$ cat src/rtl/mem_arb_pkg.sv
// Package: shared size encoding and helper functions for the memory port
// arbiter. Assumes a 32-bit data bus with four byte lanes.
package mem_arb_pkg;

    typedef enum logic [1:0] {
        SZ_BYTE = 2'd0,
        SZ_HALF = 2'd1,
        SZ_WORD = 2'd2,
        SZ_RSVD = 2'd3
    } acc_size_e;

    // True when the size code is legal and the low address bits suit it.
    function automatic logic size_ok(input logic [1:0] size, input logic [1:0] off);
        case (acc_size_e'(size))
            SZ_BYTE: size_ok = 1'b1;
            SZ_HALF: size_ok = (off[0] == 1'b0);
            SZ_WORD: size_ok = (off == 2'b00);
            default: size_ok = 1'b0;
        endcase
    endfunction

    // Number of bytes covered by a size code (0 for the reserved code).
    function automatic int unsigned size_bytes(input logic [1:0] size);
        case (acc_size_e'(size))
            SZ_BYTE: size_bytes = 1;
            SZ_HALF: size_bytes = 2;
            SZ_WORD: size_bytes = 4;
            default: size_bytes = 0;
        endcase
    endfunction

endpackage

$ cat src/rtl/mem_arb_prio.sv
// Module: two-way grant logic with a single priority bit.
// The priority bit changes only when both sides ask in the same cycle.
// Assumes rd_valid has already been qualified by the read slot being free.
module mem_arb_prio (
    input  logic clk,
    input  logic rst_n,
    input  logic wr_valid,
    input  logic rd_valid,
    output logic wr_go,
    output logic rd_go,
    output logic prio_wr
);

    logic clash;

    // Grant decision from requests and current priority.
    always_comb begin
        clash = wr_valid && rd_valid;
        wr_go = wr_valid && (!rd_valid || prio_wr);
        rd_go = rd_valid && (!wr_valid || !prio_wr);
    end

    // Priority bit: reads first after reset, toggled by each clash.
    always_ff @(posedge clk) begin
        if (!rst_n) begin
            prio_wr <= 1'b0;
        end else if (clash) begin
            prio_wr <= !prio_wr;
        end
    end


    one_grant_chk: assert property (@(posedge clk) disable iff (!rst_n)
        !(wr_go && rd_go));


    wr_no_repeat_win_chk: assert property (@(posedge clk) disable iff (!rst_n)
        (wr_valid && rd_valid && wr_go) |=> !(wr_valid && rd_valid && wr_go));


    rd_no_repeat_win_chk: assert property (@(posedge clk) disable iff (!rst_n)
        (wr_valid && rd_valid && rd_go) |=> !(wr_valid && rd_valid && rd_go));

endmodule

$ cat src/rtl/mem_lane_steer.sv
// Module: byte-enable generation, alignment check and write-lane steering
// for one request. Purely combinational.
// Assumes DATA_W is 32 (four lanes); sizes wider than the bus are not used.
module mem_lane_steer
    import mem_arb_pkg::*;
#(
    parameter int DATA_W = 32,
    localparam int LANES = DATA_W / 8,
    localparam int OFF_W = $clog2(LANES)
) (
    input  logic [OFF_W-1:0]  off,
    input  logic [1:0]        size,
    input  logic [DATA_W-1:0] data_in,
    output logic              aligned,
    output logic [LANES-1:0]  be,
    output logic [DATA_W-1:0] lanes
);

    // Alignment and lane mask from the offset and size code.
    always_comb begin
        aligned = size_ok(size, off);
        be      = '0;
        for (int i = 0; i < LANES; i++) begin
            if ((i >= int'(off)) && (i < int'(off) + int'(size_bytes(size)))) begin
                be[i] = aligned;
            end
        end
    end

    // Shift right-justified data up to the addressed lanes.
    always_comb begin
        lanes = data_in << {off, 3'b000};
    end

endmodule

$ cat src/rtl/mem_rd_return.sv
// Module: read response path. Tracks the single in-flight read, captures
// the memory word one cycle after the request, realigns it to bit 0 and
// holds it until the consumer accepts it.
// Assumes the memory returns data exactly one cycle after a read request.
module mem_rd_return
    import mem_arb_pkg::*;
#(
    parameter int DATA_W = 32,
    parameter int TAG_W  = 4,
    localparam int LANES = DATA_W / 8,
    localparam int OFF_W = $clog2(LANES)
) (
    input  logic              clk,
    input  logic              rst_n,
    input  logic              issue,
    input  logic              issue_err,
    input  logic [OFF_W-1:0]  issue_off,
    input  logic [1:0]        issue_size,
    input  logic [TAG_W-1:0]  issue_tag,
    input  logic [DATA_W-1:0] mem_rdata,
    input  logic              rsp_ready,
    output logic              slot_free,
    output logic              rsp_valid,
    output logic [DATA_W-1:0] rsp_data,
    output logic [TAG_W-1:0]  rsp_tag,
    output logic              rsp_err
);

    logic              pend_q;
    logic              pend_err_q;
    logic [OFF_W-1:0]  pend_off_q;
    logic [1:0]        pend_size_q;
    logic [TAG_W-1:0]  pend_tag_q;
    logic [DATA_W-1:0] shifted;
    logic [DATA_W-1:0] size_mask;

    // A new read may start when nothing is in flight and the output slot empties.
    always_comb begin
        slot_free = !pend_q && (!rsp_valid || rsp_ready);
    end

    // Realign the returned word and clear bytes beyond the access size.
    always_comb begin
        shifted   = mem_rdata >> {pend_off_q, 3'b000};
        size_mask = '0;
        for (int i = 0; i < LANES; i++) begin
            if (i < int'(size_bytes(pend_size_q))) begin
                size_mask[i*8 +: 8] = 8'hFF;
            end
        end
    end

    // In-flight read bookkeeping.
    always_ff @(posedge clk) begin
        if (!rst_n) begin
            pend_q      <= 1'b0;
            pend_err_q  <= 1'b0;
            pend_off_q  <= '0;
            pend_size_q <= '0;
            pend_tag_q  <= '0;
        end else begin
            pend_q <= issue;
            if (issue) begin
                pend_err_q  <= issue_err;
                pend_off_q  <= issue_off;
                pend_size_q <= issue_size;
                pend_tag_q  <= issue_tag;
            end
        end
    end

    // Response holding register.
    always_ff @(posedge clk) begin
        if (!rst_n) begin
            rsp_valid <= 1'b0;
            rsp_data  <= '0;
            rsp_tag   <= '0;
            rsp_err   <= 1'b0;
        end else if (pend_q) begin
            rsp_valid <= 1'b1;
            rsp_data  <= pend_err_q ? '0 : (shifted & size_mask);
            rsp_tag   <= pend_tag_q;
            rsp_err   <= pend_err_q;
        end else if (rsp_ready) begin
            rsp_valid <= 1'b0;
        end
    end


    single_flight_chk: assert property (@(posedge clk) disable iff (!rst_n)
        pend_q |-> !rsp_valid);


    rsp_hold_chk: assert property (@(posedge clk) disable iff (!rst_n)
        (rsp_valid && !rsp_ready) |=>
            (rsp_valid && $stable(rsp_data) && $stable(rsp_tag) && $stable(rsp_err)));


    rsp_follows_chk: assert property (@(posedge clk) disable iff (!rst_n)
        pend_q |=> rsp_valid);

endmodule

$ cat src/rtl/mem_port_arbiter.sv
// Module: top of the memory port arbiter. Grants one of a write stream and
// a read stream per cycle, drives the single-port memory and returns the
// realigned read data with its tag.
// Assumes the memory always accepts a request and answers reads one cycle later.
module mem_port_arbiter
    import mem_arb_pkg::*;
#(
    parameter int ADDR_W = 16,
    parameter int TAG_W  = 4,
    localparam int DATA_W = 32,
    localparam int LANES  = DATA_W / 8,
    localparam int OFF_W  = $clog2(LANES)
) (
    input  logic              clk,
    input  logic              rst_n,
    input  logic              wr_valid,
    output logic              wr_ready,
    input  logic [ADDR_W-1:0] wr_addr,
    input  logic [1:0]        wr_size,
    input  logic [DATA_W-1:0] wr_data,
    output logic              wr_err,
    input  logic              rd_valid,
    output logic              rd_ready,
    input  logic [ADDR_W-1:0] rd_addr,
    input  logic [1:0]        rd_size,
    input  logic [TAG_W-1:0]  rd_tag,
    output logic              rsp_valid,
    input  logic              rsp_ready,
    output logic [DATA_W-1:0] rsp_data,
    output logic [TAG_W-1:0]  rsp_tag,
    output logic              rsp_err,
    output logic              mem_req,
    output logic              mem_we,
    output logic [ADDR_W-1:0] mem_addr,
    output logic [LANES-1:0]  mem_be,
    output logic [DATA_W-1:0] mem_wdata,
    input  logic [DATA_W-1:0] mem_rdata
);

    logic              slot_free;
    logic              rd_eligible;
    logic              wr_go;
    logic              rd_go;
    logic              prio_wr;
    logic              wr_aligned;
    logic              rd_aligned;
    logic [LANES-1:0]  wr_be;
    logic [LANES-1:0]  rd_be;
    logic [DATA_W-1:0] wr_lanes;
    logic [DATA_W-1:0] rd_lanes_unused;

    // A read competes only when the response path can take it.
    always_comb begin
        rd_eligible = rd_valid && slot_free;
    end

    mem_arb_prio u_prio (
        .clk      (clk),
        .rst_n    (rst_n),
        .wr_valid (wr_valid),
        .rd_valid (rd_eligible),
        .wr_go    (wr_go),
        .rd_go    (rd_go),
        .prio_wr  (prio_wr)
    );

    mem_lane_steer #(.DATA_W(DATA_W)) u_wr_steer (
        .off     (wr_addr[OFF_W-1:0]),
        .size    (wr_size),
        .data_in (wr_data),
        .aligned (wr_aligned),
        .be      (wr_be),
        .lanes   (wr_lanes)
    );

    mem_lane_steer #(.DATA_W(DATA_W)) u_rd_steer (
        .off     (rd_addr[OFF_W-1:0]),
        .size    (rd_size),
        .data_in ('0),
        .aligned (rd_aligned),
        .be      (rd_be),
        .lanes   (rd_lanes_unused)
    );

    mem_rd_return #(.DATA_W(DATA_W), .TAG_W(TAG_W)) u_ret (
        .clk        (clk),
        .rst_n      (rst_n),
        .issue      (rd_go),
        .issue_err  (!rd_aligned),
        .issue_off  (rd_addr[OFF_W-1:0]),
        .issue_size (rd_size),
        .issue_tag  (rd_tag),
        .mem_rdata  (mem_rdata),
        .rsp_ready  (rsp_ready),
        .slot_free  (slot_free),
        .rsp_valid  (rsp_valid),
        .rsp_data   (rsp_data),
        .rsp_tag    (rsp_tag),
        .rsp_err    (rsp_err)
    );

    // Handshake outputs and write error pulse.
    always_comb begin
        wr_ready = wr_go;
        rd_ready = rd_go;
        wr_err   = wr_go && !wr_aligned;
    end

    // Memory port drive: the granted side's word address, enables and data.
    always_comb begin
        mem_req   = (wr_go && wr_aligned) || (rd_go && rd_aligned);
        mem_we    = wr_go;
        mem_addr  = wr_go ? wr_addr : rd_addr;
        mem_addr[OFF_W-1:0] = '0;
        mem_be    = wr_go ? wr_be : rd_be;
        mem_wdata = wr_go ? wr_lanes : '0;
    end


    be_count_chk: assert property (@(posedge clk) disable iff (!rst_n)
        mem_req |-> ($countones(mem_be) inside {1, 2, 4}));


    wr_err_no_access_chk: assert property (@(posedge clk) disable iff (!rst_n)
        wr_err |-> !mem_req);


    read_capture_chk: assert property (@(posedge clk) disable iff (!rst_n)
        (mem_req && !mem_we) |=> !rd_ready);


    ready_needs_valid_chk: assert property (@(posedge clk) disable iff (!rst_n)
        (wr_ready |-> wr_valid) and (rd_ready |-> rd_valid));

endmodule

$ cat config.mk
export PLATFORM = sky130hd
export DESIGN_NAME = mem_port_arbiter
export DESIGN_NICKNAME = d
export VERILOG_FILES = /design/src/rtl/mem_arb_pkg.sv /design/src/rtl/mem_arb_prio.sv /design/src/rtl/mem_lane_steer.sv /design/src/rtl/mem_rd_return.sv /design/src/rtl/mem_port_arbiter.sv
export SDC_FILE = /design/constraint.sdc
export NUM_CORES = 1
export LEC_CHECK = 0
export BUFFER_PORTS_ARGS = -buffer_cell sky130_fd_sc_hd__buf_2
export CORE_MARGIN = 2
export CORE_UTILIZATION = 45
export CTS_BUF_LIST = sky130_fd_sc_hd__clkbuf_8
export DETAILED_ROUTE_END_ITERATION = 7
export PLACE_DENSITY = 0.86
export SLEW_MARGIN = 20
export SYNTH_ARGS = -nofsm -noshare
export SYNTH_HDL_FRONTEND = slang
export SYNTH_SLANG_ARGS = --single-unit
$ cat constraint.sdc
create_clock -name clk -period 2.1 [get_ports clk]
set_input_delay 0 -clock clk [delete_from_list [all_inputs] [get_ports clk]]
set_output_delay 0 -clock clk [all_outputs]
set_load 0.01 [all_outputs]
# Yosys cells after proc, flatten, opt, wreduce, memory -nomap -nowiden
# Cells that the tools add are included.
# totals
ff_bits,49
output_inout_bits,95
wordCells,95
inputBits,109
# op_classes
bitwise_logic,3
add_sub_neg,2
n_eq_ne,6
shift,2
n_lt_le_gt_ge,18
muxes,23
reduce_logical,31
# op_table
cell,count
$lt 3x32->1 const A,4
$lt 1x32->1 const A,2
$lt 2x32->1 const A,2
$mux 32,2
$and 32x32->32,1
$mux 8,4
$shl 32x5->32,1
$shr 32x5->32,1
$pmux 3 s3,3
$mux 16,1
$logic_and 1x1->1,14
$logic_not 2->1,5
$mux 1,10
$add 2x3->4,2
$ge 1x2->1 const A,4
$logic_not 1->1,7
$eq 2x1->1 const B,3
$eq 2x2->1 const B,3
$lt 1x3->1 const A,2
$lt 2x3->1 const A,2
$pmux 1 s3,2
$ge 2x2->1 const A,2
$logic_or 1x1->1,4
$mux 4,1
other kinds (2),3

# Depth between registers and ports, before layout
# Gate-level depths: netlist of the first run.
# depth
ltp_word,9
depth_mapped,8
ltp_nobuf,8

# Modules after synthesis
# Synthesis of the first run repeated with hierarchy kept, for this count alone.
# unflattened
cells_unflattened,529
area_unflattened_um2,4344.2
# modules_own_cells
mod,n_inst,cells_each,seq_area_each_um2,area_per_inst_um2
mem_rd_return,1,243,960.9,2331.0
mem_lane_steer,2,107,0.0,689.4
mem_port_arbiter,1,64,0.0,571.8
mem_arb_prio,1,8,20.0,62.6

# Worst setup path after synthesis of the first run
# OpenSTA, ideal clock, no wires.
# synth_path
path_type,register -> output
start,register u_ret.pend_q
end,output mem_be[0]
path_slack_ns,0.356
stages_incl_launch_ff,7
required_time_ns,2.100
path_buffers,1
arrival_time_ns,1.744
cell_sequence,dfxtp_1 -> buf_4 -> nand2b_4 -> o31ai_4 -> inv_2 -> or4_1 -> o2bb2ai_1
# synth_via
elab_chain_cells,7
# synth_rtl
item,line,text
"start, declared",mem_rd_return.sv:29,logic pend_q;
"start signal, assigned",mem_rd_return.sv:62,pend_q <= issue;
$logic_not 1->1,mem_rd_return.sv:39,slot_free = !pend_q && (!rsp_valid || rsp_ready);
$logic_and 1x1->1,mem_rd_return.sv:39,
$logic_and 1x1->1,mem_port_arbiter.sv:54,rd_eligible = rd_valid && slot_free;
$logic_not 1->1,mem_arb_prio.sv:19,wr_go = wr_valid && (!rd_valid || prio_wr);
$logic_or 1x1->1,mem_arb_prio.sv:19,
$logic_and 1x1->1,mem_arb_prio.sv:19,
$mux 4,mem_port_arbiter.sv:115,mem_be = wr_go ? wr_be : rd_be;
"end, declared",mem_port_arbiter.sv:35,"output logic [LANES-1:0] mem_be,"
# No other way between the ends.

# Worst setup path in the final report of the first run
# layout_path
start,register u_ret.rsp_valid
end,output mem_be[1]
# layout_via
elab_chain_cells,8
# layout_rtl
item,line,text
"start, declared",mem_rd_return.sv:23,"output logic rsp_valid,"
"start signal, assigned",mem_rd_return.sv:75,rsp_valid <= 1'b0;
"start signal, assigned",mem_rd_return.sv:80,rsp_valid <= 1'b1;
"start signal, assigned",mem_rd_return.sv:85,rsp_valid <= 1'b0;
$logic_not 1->1,mem_rd_return.sv:39,
$logic_or 1x1->1,mem_rd_return.sv:39,
$logic_and 1x1->1,mem_rd_return.sv:39,
$logic_and 1x1->1,mem_port_arbiter.sv:54,
$logic_not 1->1,mem_arb_prio.sv:19,
$logic_or 1x1->1,mem_arb_prio.sv:19,
$logic_and 1x1->1,mem_arb_prio.sv:19,
$mux 4,mem_port_arbiter.sv:115,
# No other way between the ends.

==> impl_results.md, run 1 <==
- WP depth: 7
- CP endpoint kind: output pin
- Pwr Density: 509 nW/um2
- Req. time, crit path: 2.10 ns
- Nets: 737
- Root Buffer: clkbuf_8
- Clk pin slew, worst setup/hold paths: approximately 0.090 ns
- Yosys reg bits: 49
- CP Class: reg2out
- H-tree levels: 2
- Sink Count: a little under 50
- CP top delay family: simple AND/OR/NAND/NOR gates
- Antenna viol nets, final: 0
- Worst IR Drop VDD: 0.307 mV
- Final slew viol count: 0
- Overall Power: ~2400 uW
- Most common cell after layout, fill and taps aside: buf_2
- DRC: 0
- Max-slew headroom: 0.579
- Final WL: 11.2 mm
- Vias in the first global route: 3635
- Final period util: 0.938
- Type of origin of the critical path: flop
- Core area: 7290 um2
- Register area share after synthesis: 0.288
- Final Hold Fails: 0
- Main flop type after synthesis: dfxtp_1
- DIE AREA: about 8300 um2
- Total GRT Usage: 0.259
- WP buf/inv: 3
- Worst-case reg-to-reg path depth: 7
- Leakage: about 0.0024 uW
- Max Clk Rate: between 500 and 600 MHz
- Initial Util: 0.467
- Top-level port count: just over 200
- Yosys top cell by area: dfxtp_1
- Commonest non-fill, non-tap cells in the layout: buf_2, nand2_1, nor2b_1
- Max Buffers Root-to-Sink: 2
- Synth Cell Area: ~3400 um2
- Vias: between 3k and 4k
- Arr. time, crit path: 1.97 ns
- Post-route setup TNS: 0 ns
- Yosys warning total: 0
- Distinct cells, synth: 38
- Status: completed
- Port-buffer cells: approximately 200
- Total CTS buffers: 5
- Max cap viols: 0
- # rows: 31
- Die X: between 90 and 100 um
- Total gr overflow: 0
- Largest net degree at the start of global routing: 50
- Post-synth EDFFs: 0
- Syn avg cell area: a little under 8 um2
- Drt wl/cell: around 16 um
- Clk_lat worst skew: a little over 0.3 ns
- Drt first pass iters: 6
- Ys async rst share: 0
- Peak fanout along the critical path: 17
- DP HPWL: between 8 and 9 mm
- Initial antenna violation count: 2
- Share of the synthesized area in the top cell type: 0.288
- Hold Path Stages: 3
- Slowest CP cell: dfxtp_1
- Share of post-route cells with drive strength above 1: 0.362
- Worst hold path class: in2reg
- CTS tree: yes
- Max stage delay on crit path: roughly 0.33 ns
- Final Wtd Congestion: roughly 0.91
- Area of the multi-input gates: 2230 um2
- Cells after Synth: 429
- DRT iter0 DRCs: 149
- Fillers: 670
- Layout Skew: about 0.0087 ns
- CP Cell Sequence: nor2b_1, o31ai_4, inv_2, buf_4, nand2_1, o22ai_1, buf_2
- Worst-Margin Slew: roughly 0.63 ns
- First-pass GRT wire length: 17.7 mm
- Finish-stage setup viols: 0
- Fin crit period: 1.97 ns
- Area grow syn2layout: 35.8%
- Largest cells by area after synthesis: dfxtp_1, mux2i_1, nor2b_1
- Unrepaired setup endpoints after global routing: no
- Die Y: around 91 um
- Reg area: approximately 1000 um2
- Vias/cell: roughly 5.4
## cells in the mapped netlist, types with 2 or more instances
master     instances
nand2_1           53
o22ai_1            3
buf_2              5
fa_1               2
a22o_1             9
a211o_1            9
inv_1             12
buf_4              4
dfxtp_1           49
a2bb2oi_1          8
a21oi_1           19
or3_1              2
mux2i_1           47
nor2_1            39
a32oi_1            8
a211oi_1          17
nor2b_1           50
and2_1            26
o2bb2ai_1          9
clkbuf_1          25
nand2b_1           5
nor3_1             7
ha_1               6
## final cells by class
cell class                 count  area share
sequential                    49       0.212
multi-input combinational    333       0.483
clock buffer                   5      0.0149
antenna                        2     0.00108
inverter                      14      0.0114
tap                           99      0.0268
timing repair buffer         217       0.245
clock inverter                 3     0.00568
## repair_timing
action                                 in CTS  in global routing
endpoints found under the hold margin       4                  0
gates resized for setup                     1                  0
setup endpoints to repair                   9                  0
buffers inserted                            0                  0
hold buffers                                4                  0
## kinds of logic (layout without fill, tap and decap cells)
logic type               Yosys count  in the layout  synth area share
buffers and inverters             48            239            0.0591
AO/OA/AOI/OAI                     89             89             0.202
adder cells (fa/ha/maj)            8              8            0.0338
XOR/XNOR                           1              1           0.00257
AND/OR/NAND/NOR                  186            186             0.276
multiplexers                      47             47             0.138
other                              1              4           0.00110
flip-flops                        49             49             0.288
## through the flow
stage               setup slack [ns]  hold WS [ns]  utilization  cell area [um2]  cells
finish                         0.130       0.00920        0.635             4630    722
global route                  0.0187        0.0549        0.635             4630    722
CTS                            0.124        0.0111        0.634             4620    720
detailed placement             0.262         0.264        0.615             4480    708
global placement               0.378         0.257        0.615             4480    708
floorplan                      0.356         0.111            -             3410    430
## registers in the layout (all words and copies together), names as in the netlist
register / cells
u_ret.pend_err_q: 1
u_ret.pend_tag_q: 4
u_ret.rsp_tag: 4
u_ret.pend_q: 1
u_prio.prio_wr: 1
u_ret.rsp_valid: 1
u_ret.rsp_data: 32
u_ret.rsp_err: 1
u_ret.pend_off_q: 2
u_ret.pend_size_q: 2
## routing by layer
| metal | up-vias | track usage | share of wire |
|---|---|---|---|
| met5 | - | 0 | 0 |
| met4 | 0 | 0.0846 | 0.024 |
| met3 | 21 | 0.0656 | 0.089 |
| met2 | 203 | 0.465 | 0.50 |
| met1 | 1791 | 0.299 | 0.39 |
| li1 | 1869 | - | - |
## path summary, 6_finish.rpt
| check | from | to | slack [ns] |
|---|---|---|---|
| worst max-delay path | u_ret.rsp_valid$_SDFFE_PN0P_ | mem_be[1] | 0.13 |
| worst min-delay path | rd_size[1] | u_ret.pend_size_q[1]$_SDFFE_PN0P_ | 0.009 |
| worst max register to register | u_ret.pend_q$_SDFF_PN0_ | u_ret.rsp_data[0]$_SDFFE_PN0P_ | 0.52 |
| worst min register to register | u_ret.rsp_data[16]$_SDFFE_PN0P_ | u_ret.rsp_data[16]$_SDFFE_PN0P_ | 0.52 |
## report_power, final
part	total [uW]	switching [uW]	leakage, uW	internal, uW
clock	587	344	0.0000423	243
sequential	987	23.4	0.000398	964
combinational	781	428	0.00194	353
## worst reg2reg max path: cells and delay by family, from the launching register on
kind | cells | cell delay (ns)
buffers and inverters | 4 | 0.73
flip-flops | 1 | 0.35
AND/OR/NAND/NOR | 2 | 0.35
AO/OA/AOI/OAI | 1 | 0.10
Note: power is estimated with default switching activity, not from simulation.
==> inputs of run 2 (changes only) <==
- CAP_MARGIN: unset -> 20
- CELL_PAD_IN_SITES_DETAIL_PLACEMENT: unset -> 1
- CELL_PAD_IN_SITES_GLOBAL_PLACEMENT: unset -> 1
- CORE_ASPECT_RATIO: unset -> 0.7
- CORE_UTILIZATION: 45 -> 31
==> run 2 against run 1 <==
First-iteration DRC count down 8.7%. Clock power down 8.0%. Via count down 0.93%. Fmax down 0.97%. Cell area up 1.9%. Clock-buffer cell count unchanged. Final cell count up 7.1%.
==> impl_results.md, run 2 (synthesis gave the netlist of run 1 again) <==
- Status: completed
- Largest net degree at the start of global routing: 50
- CP Class: reg2out
- Met2 wire length: between 6 and 7 mm
- Final Cell Area: between 4000 and 5000 um2
- Slowest CP cell: o31ai_4
- Regs by FF count: u_ret.rsp_data: 32 flops, u_ret.pend_tag_q: 4 flops, u_ret.rsp_tag: 4 flops
- Nets: 741
- DP HPWL: about 10 mm
- Sw Ratio: 0.338
- Largest register FFs: 32
- Final Wtd Congestion: roughly 0.9
- Reg2reg end: u_ret.rsp_data[7]$_SDFFE_PN0P_
- Leakage: around 0.0024 uW
- Total GRT Usage: 0.215
- # rows: 31
- WP buf/inv: 3
- Type of origin of the critical path: flop
- Met3 wire length: 482 um
- Vias in the first global route: 3948
- Worst-Margin Slew: between 0.6 and 0.7 ns
- Reg-to-reg startpoint: u_ret.pend_off_q[0]$_SDFFE_PN0P_
- Die Y: 91.7 um
- Vias/cell: 4.98
- P_int: 1550 uW
- Arr. time, crit path: between 1.5 and 2 ns
- Final WL: around 13 mm
- WP depth: 7
- Share of post-route cells with drive strength above 1: 0.365
- Initial antenna violation count: 0
- Worst Setup SP: u_ret.pend_q$_SDFF_PN0_
- Commonest non-fill, non-tap cells in the layout: buf_2, nand2_1, nor2b_1
- Cell count after placement: about 760
- Worst hold path class: in2reg
- Area post-placement: around 4500 um2
- DRT iter0 DRCs: between 100 and 150
- Finish-stage setup viols: 0
- Overall Power: about 2300 uW
- Top-level port count: slightly above 200
- Final period util: 0.947
- Final Hold Fails: 0
- Final slew viol count: 0
- Switching pwr: around 790 uW
- Clk_lat worst skew: about 0.31 ns
- CTS tree: yes
- Area grow syn2layout: 38.4%
- Die X: around 130 um
- Layout Skew: a little under 0.01 ns
- Peak fanout along the critical path: 7
- Most common cell after layout, fill and taps aside: buf_2
- Clk pwr share: 0.230
- Worst setup endpoint: mem_be[2]
- Pwr Density: ~500 nW/um2
- Vias: a little under 4k
- Total gr overflow: 0
- Drt first pass iters: 5
- Total CTS buffers: 5
- Core area: roughly 11000 um2
- Worst-case reg-to-reg path depth: 5
- Initial Util: 0.324
- Max cap viols: 0
- Max stage delay on crit path: 0.36 ns
- Max-slew headroom: 0.540
- CP endpoint kind: output pin
- Max Buffers Root-to-Sink: 2
- Worst IR Drop VDD: approximately 0.30 mV
- Antenna viol nets, final: 0
- Comb pwr share: 0.349
- Top sig layer: met4
- Fin crit period: just under 2 ns
- H-tree levels: 2
- N_diodes: 0
- Biggest register: u_ret.rsp_data
- Drt wl/cell: about 17 um
- Wl on met1: 6.01 mm
- Final Non-Filler Cells: approximately 770
- Root Buffer: clkbuf_8
- Reg power frac: 0.421
- CP Cell Sequence: nand2b_4, o31ai_4, clkinv_4, buf_4, a211o_1, o22ai_1, buf_2
- R2r setup slk: ~0.45 ns
- Req. time, crit path: roughly 2.1 ns
- DIE AREA: between 10000 and 15000 um2
- First-pass GRT wire length: slightly above 20 mm
- Sink Count: 49
- CP top delay family: compound AO/OA/AOI/OAI gates
- Clk pin slew, worst setup/hold paths: around 0.090 ns
- DRC: 0
- Port-buffer cells: around 200
- Max Clk Rate: 503 MHz
-- run 2: changes by cell type in the layout (fill, tap and decap cells not counted), sizes merged --
cell      delta
clkinvlp     -1
diode        -2
clkinv       +2
buf          +3
-- run 2: cell type report --
class,count,area [um2]
Fill cell,1355,5790
Multi-Input combinational cell,333,2250
Timing Repair Buffer,220,1160
Sequential cell,49,981
Tap cell,148,185
Clock buffer,5,68.8
Inverter,14,57.6
Clock inverter,3,15.0
Timing Repair inverter,1,5.00
-- run 2: how the worst min path moves through the flow --
stage	cells past startpoint	startpoint	slack (ns)	endpoint
finish	3	rd_size[1]	0.03	u_ret.pend_size_q[1]$_SDFFE_PN0P_
global route	3	rd_size[1]	0.04	u_ret.pend_size_q[1]$_SDFFE_PN0P_
CTS	3	rd_size[1]	0.02	u_ret.pend_size_q[1]$_SDFFE_PN0P_
detailed placement	3	rd_tag[1]	0.27	u_ret.pend_tag_q[1]$_SDFFE_PN0P_
global placement	3	rd_tag[2]	0.25	u_ret.pend_tag_q[2]$_SDFFE_PN0P_
floorplan	2	wr_addr[10]	0.11	mem_addr[10]
-- run 2: through the flow --
stage	hold slack (ns)	util	setup slack (ns)	setup TNS, ns
6_report	0.0294	0.449	0.110	0
4_1_cts	0.0228	0.444	0.0269	0
2_1_floorplan	0.111	-	0.356	0
3_3_place_gp	0.255	0.432	0.257	0
3_5_place_dp	0.272	0.432	0.171	0
5_1_grt	0.0395	0.449	-0.0282	-0.0298
-- run 2: worst reg2reg max path: cells and delay by family (launching register included) --
kind | cells | cell delay [ns]
muxes | 1 | 0.48
buffers and inverters | 1 | 0.39
DFF | 1 | 0.32
AOI/OAI and AO/OA | 1 | 0.20
and+or+nand+nor | 2 | 0.17
-- run 2: routing by layer --
layer,track usage,vias up
met4,0.0471,0
met1,0.284,1863
met5,0,-
met2,0.364,92
met3,0.0397,20
li1,-,1873
-- run 2: timing repair --
| action | 4_1_cts | 5_1_grt |
|---|---|---|
| setup endpoints to repair | 9 | 2 |
| endpoints found under the hold margin | 4 | 0 |
| cloned | 0 | 1 |
| pin swaps | 1 | 2 |
| resized for setup | 2 | 3 |
| buffers inserted | 0 | 4 |
| hold buffers | 4 | 0 |
-- run 2: power by group through the flow --
stage	sequential, uW	combinational, uW	clock [uW]
after floorplan	1010	456	0
after global placement	1010	759	0
after detailed placement	1010	790	0
after CTS	988	801	560
after global routing	993	898	612
final	988	819	540
==> inputs of run 3 (changes only) <==
- CORE_MARGIN: 2 -> unset
==> run 3 against run 2 <==
Final cell count shrank 0.39%. Hold slack worse by 0.0016 ns. Register-to-register slack is essentially flat. Clock power grew 50%. Sequential cell count unchanged.
==> impl_results.md, run 3 (synthesis gave the netlist of run 1 again) <==
- Clk pin slew, worst setup/hold paths: about 0.09 ns
- Finish-stage setup viols: 0
- Status: completed
- Fillers: ~1.3k
- Largest net degree at the start of global routing: 50
- WP buf/inv: 2
- Final Wtd Congestion: approximately 0.86
- Initial antenna violation count: 0
- DIE AREA: between 10000 and 15000 um2
- Clk_lat worst skew: around 0.31 ns
- Die Y: between 80 and 90 um
- DRC: 0
- CP endpoint kind: output pin
- Type of origin of the critical path: flop
- Root Buffer: clkbuf_8
- Post-route setup TNS: 0 ns
- Unrepaired setup endpoints after global routing: no
- Fin crit period: slightly below 2 ns
- Slowest CP cell: or4_1
- Worst-Margin Slew: 0.697 ns
- Layout Skew: about 0.011 ns
- Initial Util: 0.324
- Drt first pass iters: 4
- Core area: between 10000 and 15000 um2
- Total CTS buffers: 5
- Vias/cell: 4.92
- Nets: approximately 740
- Worst IR Drop VDD: approximately 0.3 mV
- Max cap viols: 0
- Area of the multi-input gates: between 2000 and 2500 um2
- CP top delay family: simple AND/OR/NAND/NOR gates
- Antenna viol nets, final: 0
- DRT iter0 DRCs: between 150 and 200
- Most common cell after layout, fill and taps aside: buf_2
- DP HPWL: 10.2 mm
- Area post-placement: approximately 4600 um2
- # rows: 31
- Die X: between 100 and 150 um
- Share of post-route cells with drive strength above 1: 0.362
- Area grow syn2layout: 38.9%
- Final period util: 0.940
- Sink Count: 49
- CTS tree: yes
- Vias: 3790
- Max-slew headroom: 0.533
- Commonest non-fill, non-tap cells in the layout: buf_2, nand2_1, nor2b_1
- N_diodes: 0
- CP Cell Sequence: nor2b_1, o31ai_4, inv_2, or4_1, o2bb2ai_1, buf_2
- Biggest register: u_ret.rsp_data
- Arr. time, crit path: just under 2 ns
- Largest register FFs: 32
- Final Cell Area: approximately 4700 um2
- Post-CTS Repair Setup Buffers: 0
- Top-level port count: between 200 and 250
- Total GRT Usage: 0.222
- Drt wl/cell: about 17 um
- Final Hold Fails: 0
- Pwr Density: 550 nW/um2
- H-tree levels: 2
- Port-buffer cells: around 200
- Req. time, crit path: around 2.1 ns
- Max Clk Rate: 507 MHz
- Final WL: 12.8 mm
- Fin Hold WS: 0.0279 ns
- Total gr overflow: 0
- Final slew viol count: 0
- Cell count after placement: around 760
- First-pass GRT wire length: a little over 20 mm
- Max Buffers Root-to-Sink: 2
- Worst hold path class: in2reg
- Peak fanout along the critical path: 5
- CP Class: reg2out
- Leakage: ~0.0024 uW
- Regs by FF count: u_ret.rsp_data: 32 flops, u_ret.pend_tag_q: 4 flops, u_ret.rsp_tag: 4 flops
- Vias in the first global route: just under 4k
- Reg area: approximately 980 um2
- Final Non-Filler Cells: a little under 800
- Max stage delay on crit path: 0.49 ns
[run 3: cell type report]
type / count / area share
Tap cell: 148 / 0.0391
Multi-Input combinational cell: 333 / 0.471
Inverter: 14 / 0.0111
Clock inverter: 3 / 0.0145
Sequential cell: 49 / 0.207
Clock buffer: 5 / 0.0145
Timing Repair Buffer: 218 / 0.242
[run 3: per-layer routing]
| metal | up-vias | share of wire | GRT usage |
|---|---|---|---|
| met4 | 0 | 0.013 | 0.0456 |
| met1 | 1817 | 0.46 | 0.298 |
| met2 | 93 | 0.49 | 0.376 |
| li1 | 1870 | - | - |
| met3 | 10 | 0.044 | 0.0333 |
| met5 | - | 0 | 0 |
[run 3: path summary, 6_finish.rpt]
kind | startpoint | end | slack (ns) | cells past startpoint
worst max-delay path | u_ret.rsp_valid$_SDFFE_PN0P_ | mem_be[0] | 0.13 | 6
worst min-delay path | rd_size[1] | u_ret.pend_size_q[1]$_SDFFE_PN0P_ | 0.03 | 3
worst max register to register | u_ret.pend_q$_SDFF_PN0_ | u_ret.rsp_data[0]$_SDFFE_PN0P_ | 0.45 | 7
worst min register to register | u_ret.rsp_data[21]$_SDFFE_PN0P_ | u_ret.rsp_data[21]$_SDFFE_PN0P_ | 0.52 | 2
[run 3: where the power goes]
part | switching (uW) | internal [uW]
Sequential | 25.0 | 964
Clock | 332 | 480
Combinational | 449 | 356
[run 3: through the flow]
| step | power [uW] | util | setup slack (ns) |
|---|---|---|---|
| 3_5_place_dp | 1810 | 0.433 | 0.284 |
| 3_3_place_gp | 1770 | 0.433 | 0.377 |
| 2_1_floorplan | 1470 | - | 0.356 |
| 4_1_cts | 2630 | 0.450 | 0.0811 |
| 5_1_grt | 2750 | 0.450 | 0.0396 |
| 6_report | 2610 | 0.450 | 0.126 |
[run 3: timing repair]
action | CTS | global route
endpoints found under the setup margin | 0 | 8
resized for setup | 0 | 1
hold buffers | 4 | 0
hold endpoints to repair | 4 | 0
[run 3: worst reg2reg max path, cell delays in order, from the launching register on]
cell	delay, ns
dfxtp_1	0.34
buf_4	0.20
clkinv_1	0.10
buf_4	0.26
nor3_1	0.25
buf_4	0.20
a32oi_1	0.10
nor2b_1	0.14
